File: config.mk
export PLATFORM = sky130hd
export DESIGN_NAME = oc_pulse_skip_guard
export DESIGN_NICKNAME = d
export VERILOG_FILES = /design/src/rtl/oc_guard_pkg.sv /design/src/rtl/oc_tick_counter.sv /design/src/rtl/oc_window_fsm.sv /design/src/rtl/oc_skip_gate.sv /design/src/rtl/oc_pulse_skip_guard.sv
export SDC_FILE = /design/constraint.sdc
export NUM_CORES = 1
export LEC_CHECK = 0
export CORE_AREA = 3 3 40 42
export CTS_CLUSTER_DIAMETER = 200
export DETAILED_ROUTE_END_ITERATION = 8
export DIE_AREA = 0 0 43 45
export GPL_TIMING_DRIVEN = 0
export SYNTH_ARGS = -nofsm -noshare
export SYNTH_HDL_FRONTEND = slang
export SYNTH_HIERARCHICAL = 1
export SYNTH_SLANG_ARGS = --single-unit
File: constraint.sdc
create_clock -name clk -period 2.69 [get_ports clk]
set_clock_uncertainty 0.05 [all_clocks]
set_input_delay 0.538 -clock clk [delete_from_list [all_inputs] [get_ports clk]]
set_output_delay 0.538 -clock clk [all_outputs]
set_load 0.05 [all_outputs]
File: src/rtl/oc_guard_pkg.sv
package oc_guard_pkg;

    // Window position of the overcurrent timer
    typedef enum logic [1:0] {
        OCG_IDLE    = 2'd0,   // no trip pending
        OCG_SKIPWIN = 2'd1,   // cycles 0..WIN_LEN-1: skip only
        OCG_ARMWIN  = 2'd2,   // cycles WIN_LEN..2*WIN_LEN-1: trip latches
        OCG_LATCHED = 2'd3    // shutdown requested
    } ocg_state_e;

    typedef struct packed {
        ocg_state_e state;
    } ocg_fsm_s;

endpackage

File: src/rtl/oc_tick_counter.sv
module oc_tick_counter #(
    parameter int CNT_W = 5
) (
    input  logic             clk,
    input  logic             rst_n,
    input  logic             clr_i,
    input  logic             step_i,
    output logic [CNT_W-1:0] cnt_o
);

    logic [CNT_W-1:0] cnt_d, cnt_q;

    always_comb begin
        cnt_d = cnt_q;
        if (clr_i) begin
            cnt_d = '0;
        end else if (step_i) begin
            cnt_d = cnt_q + 1'b1;
        end
    end

    always_ff @(posedge clk or negedge rst_n) begin
        if (!rst_n) begin
            cnt_q <= '0;
        end else begin
            cnt_q <= cnt_d;
        end
    end

    assign cnt_o = cnt_q;

endmodule

File: src/rtl/oc_window_fsm.sv
module oc_window_fsm
    import oc_guard_pkg::*;
#(
    parameter int WIN_LEN = 8,
    parameter int CNT_W   = 5
) (
    input  logic             clk,
    input  logic             rst_n,
    input  logic             active_i,
    input  logic             tick_i,
    input  logic             oc_i,
    input  logic [CNT_W-1:0] cnt_i,
    output logic             clr_o,
    output logic             step_o,
    output logic             latched_o
);

    localparam logic [CNT_W-1:0] ARM_AT = CNT_W'(WIN_LEN);
    localparam logic [CNT_W-1:0] END_AT = CNT_W'(2 * WIN_LEN);

    ocg_fsm_s fsm_d, fsm_q;
    logic [CNT_W-1:0] pos_next;

    always_comb begin
        fsm_d    = fsm_q;
        clr_o    = 1'b0;
        step_o   = 1'b0;
        pos_next = cnt_i + 1'b1;

        if (!active_i) begin
            fsm_d.state = OCG_IDLE;
            clr_o       = 1'b1;
        end else begin
            unique case (fsm_q.state)
                OCG_IDLE: begin
                    if (tick_i && oc_i) begin
                        fsm_d.state = OCG_SKIPWIN;
                        clr_o       = 1'b1;
                    end
                end
                OCG_SKIPWIN, OCG_ARMWIN: begin
                    if (tick_i) begin
                        if (pos_next == END_AT) begin
                            // window expired: new trip starts afresh
                            fsm_d.state = oc_i ? OCG_SKIPWIN : OCG_IDLE;
                            clr_o       = 1'b1;
                        end else if (pos_next >= ARM_AT && oc_i) begin
                            fsm_d.state = OCG_LATCHED;
                        end else begin
                            fsm_d.state = (pos_next >= ARM_AT) ? OCG_ARMWIN
                                                               : OCG_SKIPWIN;
                            step_o      = 1'b1;
                        end
                    end
                end
                OCG_LATCHED: begin
                    fsm_d.state = OCG_LATCHED;
                end
                default: begin
                    fsm_d.state = OCG_IDLE;
                    clr_o       = 1'b1;
                end
            endcase
        end
    end

    always_ff @(posedge clk or negedge rst_n) begin
        if (!rst_n) begin
            fsm_q.state <= OCG_IDLE;
        end else begin
            fsm_q <= fsm_d;
        end
    end

    assign latched_o = (fsm_q.state == OCG_LATCHED);

endmodule

File: src/rtl/oc_skip_gate.sv
module oc_skip_gate (
    input  logic active_i,
    input  logic oc_i,
    input  logic latched_i,
    output logic skip_o
);

    always_comb begin
        skip_o = active_i && (oc_i || latched_i);
    end

endmodule

File: src/rtl/oc_pulse_skip_guard.sv
module oc_pulse_skip_guard #(
    parameter int WIN_LEN       = 8,
    parameter bit TRACK_CAPABLE = 1'b1
) (
    input  logic clk,
    input  logic rst_n,
    input  logic en_i,
    input  logic track_i,
    input  logic cyc_tick_i,
    input  logic oc_trip_i,
    output logic hs_skip_o,
    output logic shut_req_o
);

    localparam int CNT_W = $clog2(2 * WIN_LEN + 1);

    logic             prot_active;
    logic             cnt_clr, cnt_step, latched;
    logic [CNT_W-1:0] win_cnt;

    generate
        if (TRACK_CAPABLE) begin : g_track
            assign prot_active = en_i && !track_i;
        end else begin : g_plain
            assign prot_active = en_i;
        end
    endgenerate

    oc_tick_counter #(.CNT_W(CNT_W)) u_cnt (
        .clk    (clk),
        .rst_n  (rst_n),
        .clr_i  (cnt_clr),
        .step_i (cnt_step),
        .cnt_o  (win_cnt)
    );

    oc_window_fsm #(.WIN_LEN(WIN_LEN), .CNT_W(CNT_W)) u_fsm (
        .clk       (clk),
        .rst_n     (rst_n),
        .active_i  (prot_active),
        .tick_i    (cyc_tick_i),
        .oc_i      (oc_trip_i),
        .cnt_i     (win_cnt),
        .clr_o     (cnt_clr),
        .step_o    (cnt_step),
        .latched_o (latched)
    );

    oc_skip_gate u_skip (
        .active_i  (prot_active),
        .oc_i      (oc_trip_i),
        .latched_i (latched),
        .skip_o    (hs_skip_o)
    );

    assign shut_req_o = latched;

endmodule

==> impl_metrics.yaml, run 1 <==
clock_tree:
  clock_sinks: 7
  numCtsBuffers: 3
  cts-hold-fix-buffers: 0
  h-tree-depth: 1
  clock_insertion_delay_worst_skew_ps: 250
  ctsResizeCount: 1
  clockBufferDepth: 2
  postCtsSetupBuffers: 0
  cts-root-buf: "clkbuf_4"
  clk_pin_slew_ps: 50
  cts_tree: "built"
layout:
  layout-drive-gt1-share_pct: 13.6
  areaGrowthSynthToFinish_pct: 21.2
  n_fill_cell: 138
  fin_area_um2: 651
  fin_nets: 77
  fin_cells: 81
  diodes: 0
floorplanning:
  rows: 13
  die_area_mm2: 0.00194
  die_h_um: 45
  core_area_mm2: 0.00128
  start_util_pct: 41.8
  die_w_um: 43
  pin_count: 8
synth:
  ys.flop_type: "dfrtp_1"
  yosysSeqAreaShare_pct: 32.6
  synth_warnings: 6
  synth.avg_cell_area_um2: 9.76
  synth_nets: 65
  async_reset_ff_share_pct: 100
  synth_edf_count: 0
  synth_area_um2: 537
  ys_types: 34
  ys_seq_elements: 7
  syn-instance-count: 55
worst_setup_path:
  crit_fanout: 6
  required_ps: 2100
  max_stage_delay_ps: 520
  cp_cell_sequence: "clkdlybuf4s50_1, nor2b_4, o21a_1, dlygate4sd2_1"
  worstSetupEndpointType: "output pin"
  critPathKind: "primary input to output pin"
  slowest_stage: "dlygate4sd2_1"
  cp.arrival_ps: 1820
  worstSetupStartpointType: "primary input"
timing:
  finalSetupViolCount: 0
  rsz0062_at_grt: "false"
  hold_violations: 0
  relSlewSlack_pct: 47.7
  fmax_ghz: 0.415
  tightest_slew_ps: 776
  slew_violations: 0
  tns_ps: 0
  fin_crit_sh_pct: 89.6
  finalCriticalPeriod_ps: 2410
pwr:
  ir_drop_uv: 210
  p_leak_nw: 0.282
  p_per_area_mw_per_mm2: 358
drt:
  drt-initial-drc-count: 4
  wire_per_inst_um: 12.4
  final_antenna_net_count: 0
  vias_per_cell: 5.27
  via_count: 427
  drc: 0
  drt-total-wl_um: 1010
  firstDrtPassIters: 3
global_routing:
  grt_max_degree: 9
  overflow: 0
  grt_pass1_wl_um: 1710
  gr-usage-all-layers_pct: 11.8
  grt_pass1_vias: 403
  antenna_found_initial: 0
hold_path:
  hp-class: "primary input to async pin"
place:
  hpwl_um: 761
  dpl.cell_count: 77
  port_buffers: 7
  routabilityCongestion: 0.692
  place_area_um2: 626
job:
  cap_violations: 0
run_status:
  status: "completed"
[report_power, final]
group,leakage (nW),switching [mW],internal (mW)
clock network,0.0150,0.0375,0.0565
registers,0.0975,0.000650,0.106
logic,0.170,0.0171,0.0148
total,0.282,0.0552,0.178
[flip-flops by register name, summed over array words and instances (netlist names)]
register,count
u_cnt/cnt_o,5
u_fsm/fsm_q,2
[routing by layer]
metal | global-route usage (%) | share of wire [%] | up-vias
met2 | 19.5 | 50 | 3
met4 | 9.04 | 0 | 0
met3 | 1.20 | 2.3 | 0
li1 | - | - | 223
met1 | 14.3 | 48 | 201
met5 | 0 | 0 | -
[path summary, 6_finish.rpt]
| path | to | slack (ps) | depth (start not counted) | start |
|---|---|---|---|---|
| setup / recovery | hs_skip_o | 280 | 4 | en_i |
| hold reg to reg | u_cnt/cnt_o[1] | 530 | 2 | u_cnt/cnt_o[1] |
| hold / removal | u_cnt/cnt_o[2] | 500 | 1 | rst_n |
| max in group asynchronous | u_fsm/fsm_q[1] | 1840 | 1 | rst_n |
| min in group clk | u_cnt/cnt_o[1] | 530 | 2 | u_cnt/cnt_o[1] |
| setup reg to reg | u_cnt/cnt_o[3] | 440 | 7 | u_fsm/fsm_q[0] |
[layout make-up]
| class | count | area, um^2 | area share (%) |
|---|---|---|---|
| Inverter | 2 | 7.51 | 1.15 |
| Tap cell | 15 | 18.8 | 2.88 |
| Multi-Input combinational cell | 45 | 347 | 53.3 |
| Buffer | 1 | 7.51 | 1.15 |
| Timing Repair Buffer | 7 | 68.8 | 10.6 |
| Clock buffer | 4 | 26.3 | 4.04 |
| Sequential cell | 7 | 175 | 26.9 |
[logic make-up (layout without fill, tap and decap cells)]
logic type / Yosys count / after routing / share of synthesized area (%)
muxes: 4 / 4 / 8.62
DFF: 7 / 7 / 32.6
AOI/OAI and AO/OA: 13 / 13 / 18.0
xor gates and xnor gates: 1 / 1 / 1.63
buffers and inverters: 3 / 14 / 2.80
and+or+nand+nor: 23 / 23 / 27.0
adders and majority gates: 4 / 4 / 9.32
[cells in the final DEF (no fill, tap or decap), types with 2 or more instances in the layout]
master / n
dfrtp_1: 7
clkdlybuf4s50_1: 6
nor2_1: 5
ha_1: 4
clkbuf_4: 3
nor2b_1: 3
a21oi_1: 2
nand4_1: 2
mux2i_1: 2
inv_1: 2
o21ai_0: 2
nor3_1: 2
[worst max-delay path, delay by kind of cell]
family	cells	cell delay [ps]
simple gates	1	180
compound gates	1	130
buf+inv	2	970
[through the flow]
step                      worst slack [ps]  hold WS, ps  total power, mW  utilization, %
after floorplan                        691          192            0.126               -
after global placement               -2.95          507            0.141            48.7
after detailed placement             -11.4          517            0.141            48.7
after CTS                              265          497            0.240            50.6
after global routing                   195          513            0.248            50.6
final                                  280          502            0.233            50.6
[cells in the mapped netlist, types with 2 or more instances]
cell type  count  area, um^2
a21oi_1        2        10.0
dfrtp_1        7         175
ha_1           4        50.1
inv_1          2        7.51
mux2i_1        2        20.0
nand4_1        2        12.5
nor2_1         5        18.8
nor2b_1        3        18.8
nor3_1         2        10.0
o21ai_0        2        10.0
(Power assumes the default switching activity.)
==> run 2: changes to the inputs <==
--- a/config.mk
+++ b/config.mk
@@ -5,11 +5,14 @@
 export SDC_FILE = /design/constraint.sdc
 export NUM_CORES = 1
 export LEC_CHECK = 0
+export ABC_CLOCK_PERIOD_IN_PS = 2690
+export CAP_MARGIN = 10
 export CORE_AREA = 3 3 40 42
 export CTS_CLUSTER_DIAMETER = 200
 export DETAILED_ROUTE_END_ITERATION = 8
 export DIE_AREA = 0 0 43 45
 export GPL_TIMING_DRIVEN = 0
+export SKIP_CTS_REPAIR_TIMING = 1
 export SYNTH_ARGS = -nofsm -noshare
 export SYNTH_HDL_FRONTEND = slang
 export SYNTH_HIERARCHICAL = 1
==> impl_metrics.yaml, run 2 (synthesis gave the netlist of run 1 again) <==
timing:
  finalCriticalPeriod_ps: 2300
  fin_crit_sh_pct: 85.6
  tightest_slew_ps: 776
  fin_ws_ps: 387
  rsz0062_at_grt: "false"
  finalSetupViolCount: 0
  fmax_ghz: 0.434
  hold_violations: 0
  relSlewSlack_pct: 47.7
  slew_violations: 0
clock_tree:
  clock_insertion_delay_worst_skew_ps: 250
  h-tree-depth: 1
  cts-root-buf: "clkbuf_4"
  clk_pin_slew_ps: 50
  clock_sinks: 7
  numCtsBuffers: 3
  clockBufferDepth: 2
  cts_tree: "built"
layout:
  fin_area_um2: 654
  layout-drive-gt1-share_pct: 13.6
  seqCellArea_um2: 175
  layout_common_cells: "7 x dfrtp_1, 6 x clkdlybuf4s50_1, 5 x nor2_1"
  fin_util_pct: 50.9
  fin_nets: 77
  areaGrowthSynthToFinish_pct: 21.9
  fin_cells: 81
  diodes: 0
  mostFrequentLayoutCell: "dfrtp_1"
  n_fill_cell: 137
  multiInputGateArea_um2: 347
  largest_reg_flops: 5
worst_setup_path:
  regToRegEndpoint: "u_cnt/cnt_o[3]"
  required_ps: 2100
  critPathKind: "primary input to output pin"
  worstSetupStartpointType: "primary input"
  rr_worst_depth: 7
  r2r-start: "u_fsm/fsm_q[0]"
  reg2reg_slack_ps: 440
  cp.arrival_ps: 1710
  crit_fanout: 6
  worstSetupEndpointType: "output pin"
floorplanning:
  die_area_mm2: 0.00194
  pin_count: 8
  start_util_pct: 41.8
  core_area_mm2: 0.00128
  die_h_um: 45
  rows: 13
  die_w_um: 43
drt:
  vias_per_cell: 5.27
  via_count: 427
  drt-initial-drc-count: 4
  wire_per_inst_um: 12.5
  drt-total-wl_um: 1010
  firstDrtPassIters: 3
  final_antenna_net_count: 0
  drc: 0
global_routing:
  grt_pass1_wl_um: 1710
  grt_max_degree: 9
  gr-usage-all-layers_pct: 11.8
  grt_pass1_vias: 403
  overflow: 0
  antenna_found_initial: 0
pwr:
  total_power_uw: 233
  p_per_area_mw_per_mm2: 356
  p_leak_nw: 0.295
  ir_drop_uv: 210
place:
  port_buffers: 7
  hpwl_um: 761
  place_area_um2: 626
  dp_slack_ps: -11.4
  dpl.cell_count: 77
  routabilityCongestion: 0.692
hold_path:
  hp-class: "primary input to async pin"
job:
  cap_violations: 0
run_status:
  status: "completed"
-- run 2: worst max path at each step --
| stage | start | end | slack (ps) | cells after the start |
|---|---|---|---|---|
| floorplan | u_fsm/fsm_q[0] | u_cnt/cnt_o[3] | 690 | 5 |
| global placement | en_i | hs_skip_o | -3 | 4 |
| detailed placement | en_i | hs_skip_o | -10 | 4 |
| CTS | en_i | hs_skip_o | -10 | 4 |
| global route | u_fsm/fsm_q[0] | u_cnt/cnt_o[3] | 210 | 7 |
| finish | en_i | hs_skip_o | 390 | 4 |
-- run 2: cell type report --
cell class              count  area share, %
repair buffers              7           11.1
plain buffers               1           1.15
well taps                  15           2.87
flip-flops and latches      7           26.8
inverters                   2           1.15
clock buffers               4           4.02
multi-input cells          45           53.0
-- run 2: stage by stage --
step / TNS (ps) / hold WS (ps)
CTS: -10.8 / 497
detailed placement: -11.4 / 517
global placement: -2.95 / 507
floorplan: 0 / 192
finish: 0 / 502
global route: 0 / 513
-- run 2: layer usage --
layer	wire length [um]	part of all wire [%]	GRT usage, %
met1	482	48	14.3
met2	503	50	19.5
met3	23	2.3	1.20
met4	0	0	9.04
met5	0	0	0
-- run 2: critical path: stages --
cell and delay, ps:
clkdlybuf4s50_1 450, nor2b_4 180, o21a_1 130, dlymetal6s2s_1 410
-- run 2: power by group --
part	switching [mW]	internal, mW	total (mW)
combinational	0.0171	0.0151	0.0323
clock	0.0375	0.0565	0.0940
sequential	0.000650	0.106	0.107
==> run 3: changes to the inputs <==
--- a/config.mk
+++ b/config.mk
@@ -7,10 +7,12 @@
 export LEC_CHECK = 0
 export ABC_CLOCK_PERIOD_IN_PS = 2690
 export CAP_MARGIN = 10
-export CORE_AREA = 3 3 40 42
+export CORE_AREA = 2 2 39 41
+export CTS_BUF_LIST = sky130_fd_sc_hd__clkbuf_16
 export CTS_CLUSTER_DIAMETER = 200
 export DETAILED_ROUTE_END_ITERATION = 8
-export DIE_AREA = 0 0 43 45
+export DIE_AREA = 0 0 41 43
+export GPL_ROUTABILITY_DRIVEN = 0
 export GPL_TIMING_DRIVEN = 0
 export SKIP_CTS_REPAIR_TIMING = 1
 export SYNTH_ARGS = -nofsm -noshare
==> impl_metrics.yaml, run 3 (synthesis gave the netlist of run 1 again) <==
worst_setup_path:
  regToRegEndpoint: "u_cnt/cnt_o[3]"
  cp.arrival_ps: 1720
  required_ps: 2100
  critPathBufInv: 2
  slowest_stage: "clkdlybuf4s50_1"
  worstSetupEndpointType: "output pin"
  crit_family: "buffers and inverters"
  critPathKind: "primary input to output pin"
  max_stage_delay_ps: 450
  cp_cell_sequence: "clkdlybuf4s50_1, nor2b_4, o21a_1, dlymetal6s2s_1"
  crit_cells: 4
  crit_fanout: 6
  reg2reg_slack_ps: 440
  rr_worst_depth: 7
  r2r-start: "u_fsm/fsm_q[0]"
  worstSetupStartpointType: "primary input"
global_routing:
  overflow: 0
  grt_pass1_vias: 419
  grt_pass1_wl_um: 1720
  gr-usage-all-layers_pct: 14.3
  grt_max_degree: 9
  antenna_found_initial: 0
floorplanning:
  rows: 14
  start_util_pct: 38.8
  die_w_um: 41
  die_h_um: 43
  core_area_mm2: 0.00138
  pin_count: 8
  die_area_mm2: 0.00176
timing:
  finalSetupViolCount: 0
  relSlewSlack_pct: 47.5
  fmax_ghz: 0.433
  slew_violations: 0
  hold_violations: 0
  rsz0062_at_grt: "false"
  fin_crit_sh_pct: 85.9
  tightest_slew_ps: 780
  finalCriticalPeriod_ps: 2310
drt:
  wire_per_inst_um: 12.6
  route.met2.wl_um: 443
  wl_met3_um: 42
  via_count: 428
  firstDrtPassIters: 3
  vias_per_cell: 5.22
  drt-total-wl_um: 1040
  highest_layer: "met4"
  drt-initial-drc-count: 9
  wl_met1_um: 527
  final_antenna_net_count: 0
  drc: 0
clock_tree:
  clock_sinks: 7
  clk_pin_slew_ps: 40
  clockBufferDepth: 2
  clock_insertion_delay_worst_skew_ps: 230
  h-tree-depth: 1
  cts-root-buf: "clkbuf_16"
  numCtsBuffers: 3
  cts_tree: "built"
layout:
  diodes: 0
  areaGrowthSynthToFinish_pct: 31.9
  layout-drive-gt1-share_pct: 13.6
  largest_reg_flops: 5
  fin_nets: 77
  layout_common_cells: "7 x dfrtp_1, 6 x clkdlybuf4s50_1, 5 x nor2_1"
  fin_area_um2: 708
  fin_util_pct: 51.2
  mostFrequentLayoutCell: "dfrtp_1"
hold_path:
  hp-class: "primary input to async pin"
place:
  hpwl_um: 763
  place_area_um2: 627
  port_buffers: 7
run_status:
  status: "completed"
pwr:
  p_per_area_mw_per_mm2: 548
  p_leak_nw: 0.322
  total_power_uw: 388
  ir_drop_uv: 453
job:
  cap_violations: 0
run 3: cell count changes in the layout (fill, tap and decap cells not counted):
cell,delta
clkbuf_1,-1
clkbuf_16,+3
inv_1,+1
clkbuf_4,-3
run 3: stage by stage:
stage | setup slack (ps) | instances | hold slack, ps | TNS, ps
2_1_floorplan | 691 | 55 | 192 | 0
3_3_place_gp | -5.79 | 78 | 507 | -5.79
3_5_place_dp | -9.13 | 78 | 520 | -9.13
4_1_cts | -5.86 | 82 | 527 | -5.86
5_1_grt | 218 | 82 | 550 | 0
6_report | 380 | 82 | 524 | 0
run 3: cell type report:
cell class                      instances  area, um^2
Multi-Input combinational cell         45         347
Tap cell                               16        20.0
Clock inverter                          1        3.75
Buffer                                  1        7.51
Clock buffer                            3        75.1
Fill cell                             131         676
Sequential cell                         7         175
Timing Repair Buffer                    7        72.6
Inverter                                2        7.51
run 3: report_power, final:
part	total [mW]	switching (mW)	internal (mW)
clock	0.248	0.0553	0.193
combinational	0.0322	0.0171	0.0151
sequential	0.107	0.000670	0.107
total	0.388	0.0730	0.315
run 3: routing by layer:
layer	up-vias	GRT usage, %
li1	224	-
met1	193	18.4
met2	9	21.3
met3	2	3.14
met4	0	8.00
met5	-	0
run 3: worst max path at each step:
stage | slack [ps] | endpoint | startpoint
global placement | -6 | hs_skip_o | en_i
floorplan | 690 | u_cnt/cnt_o[3] | u_fsm/fsm_q[0]
finish | 380 | hs_skip_o | en_i
CTS | -6 | hs_skip_o | en_i
detailed placement | -9 | hs_skip_o | en_i
global route | 220 | u_cnt/cnt_o[3] | u_fsm/fsm_q[0]
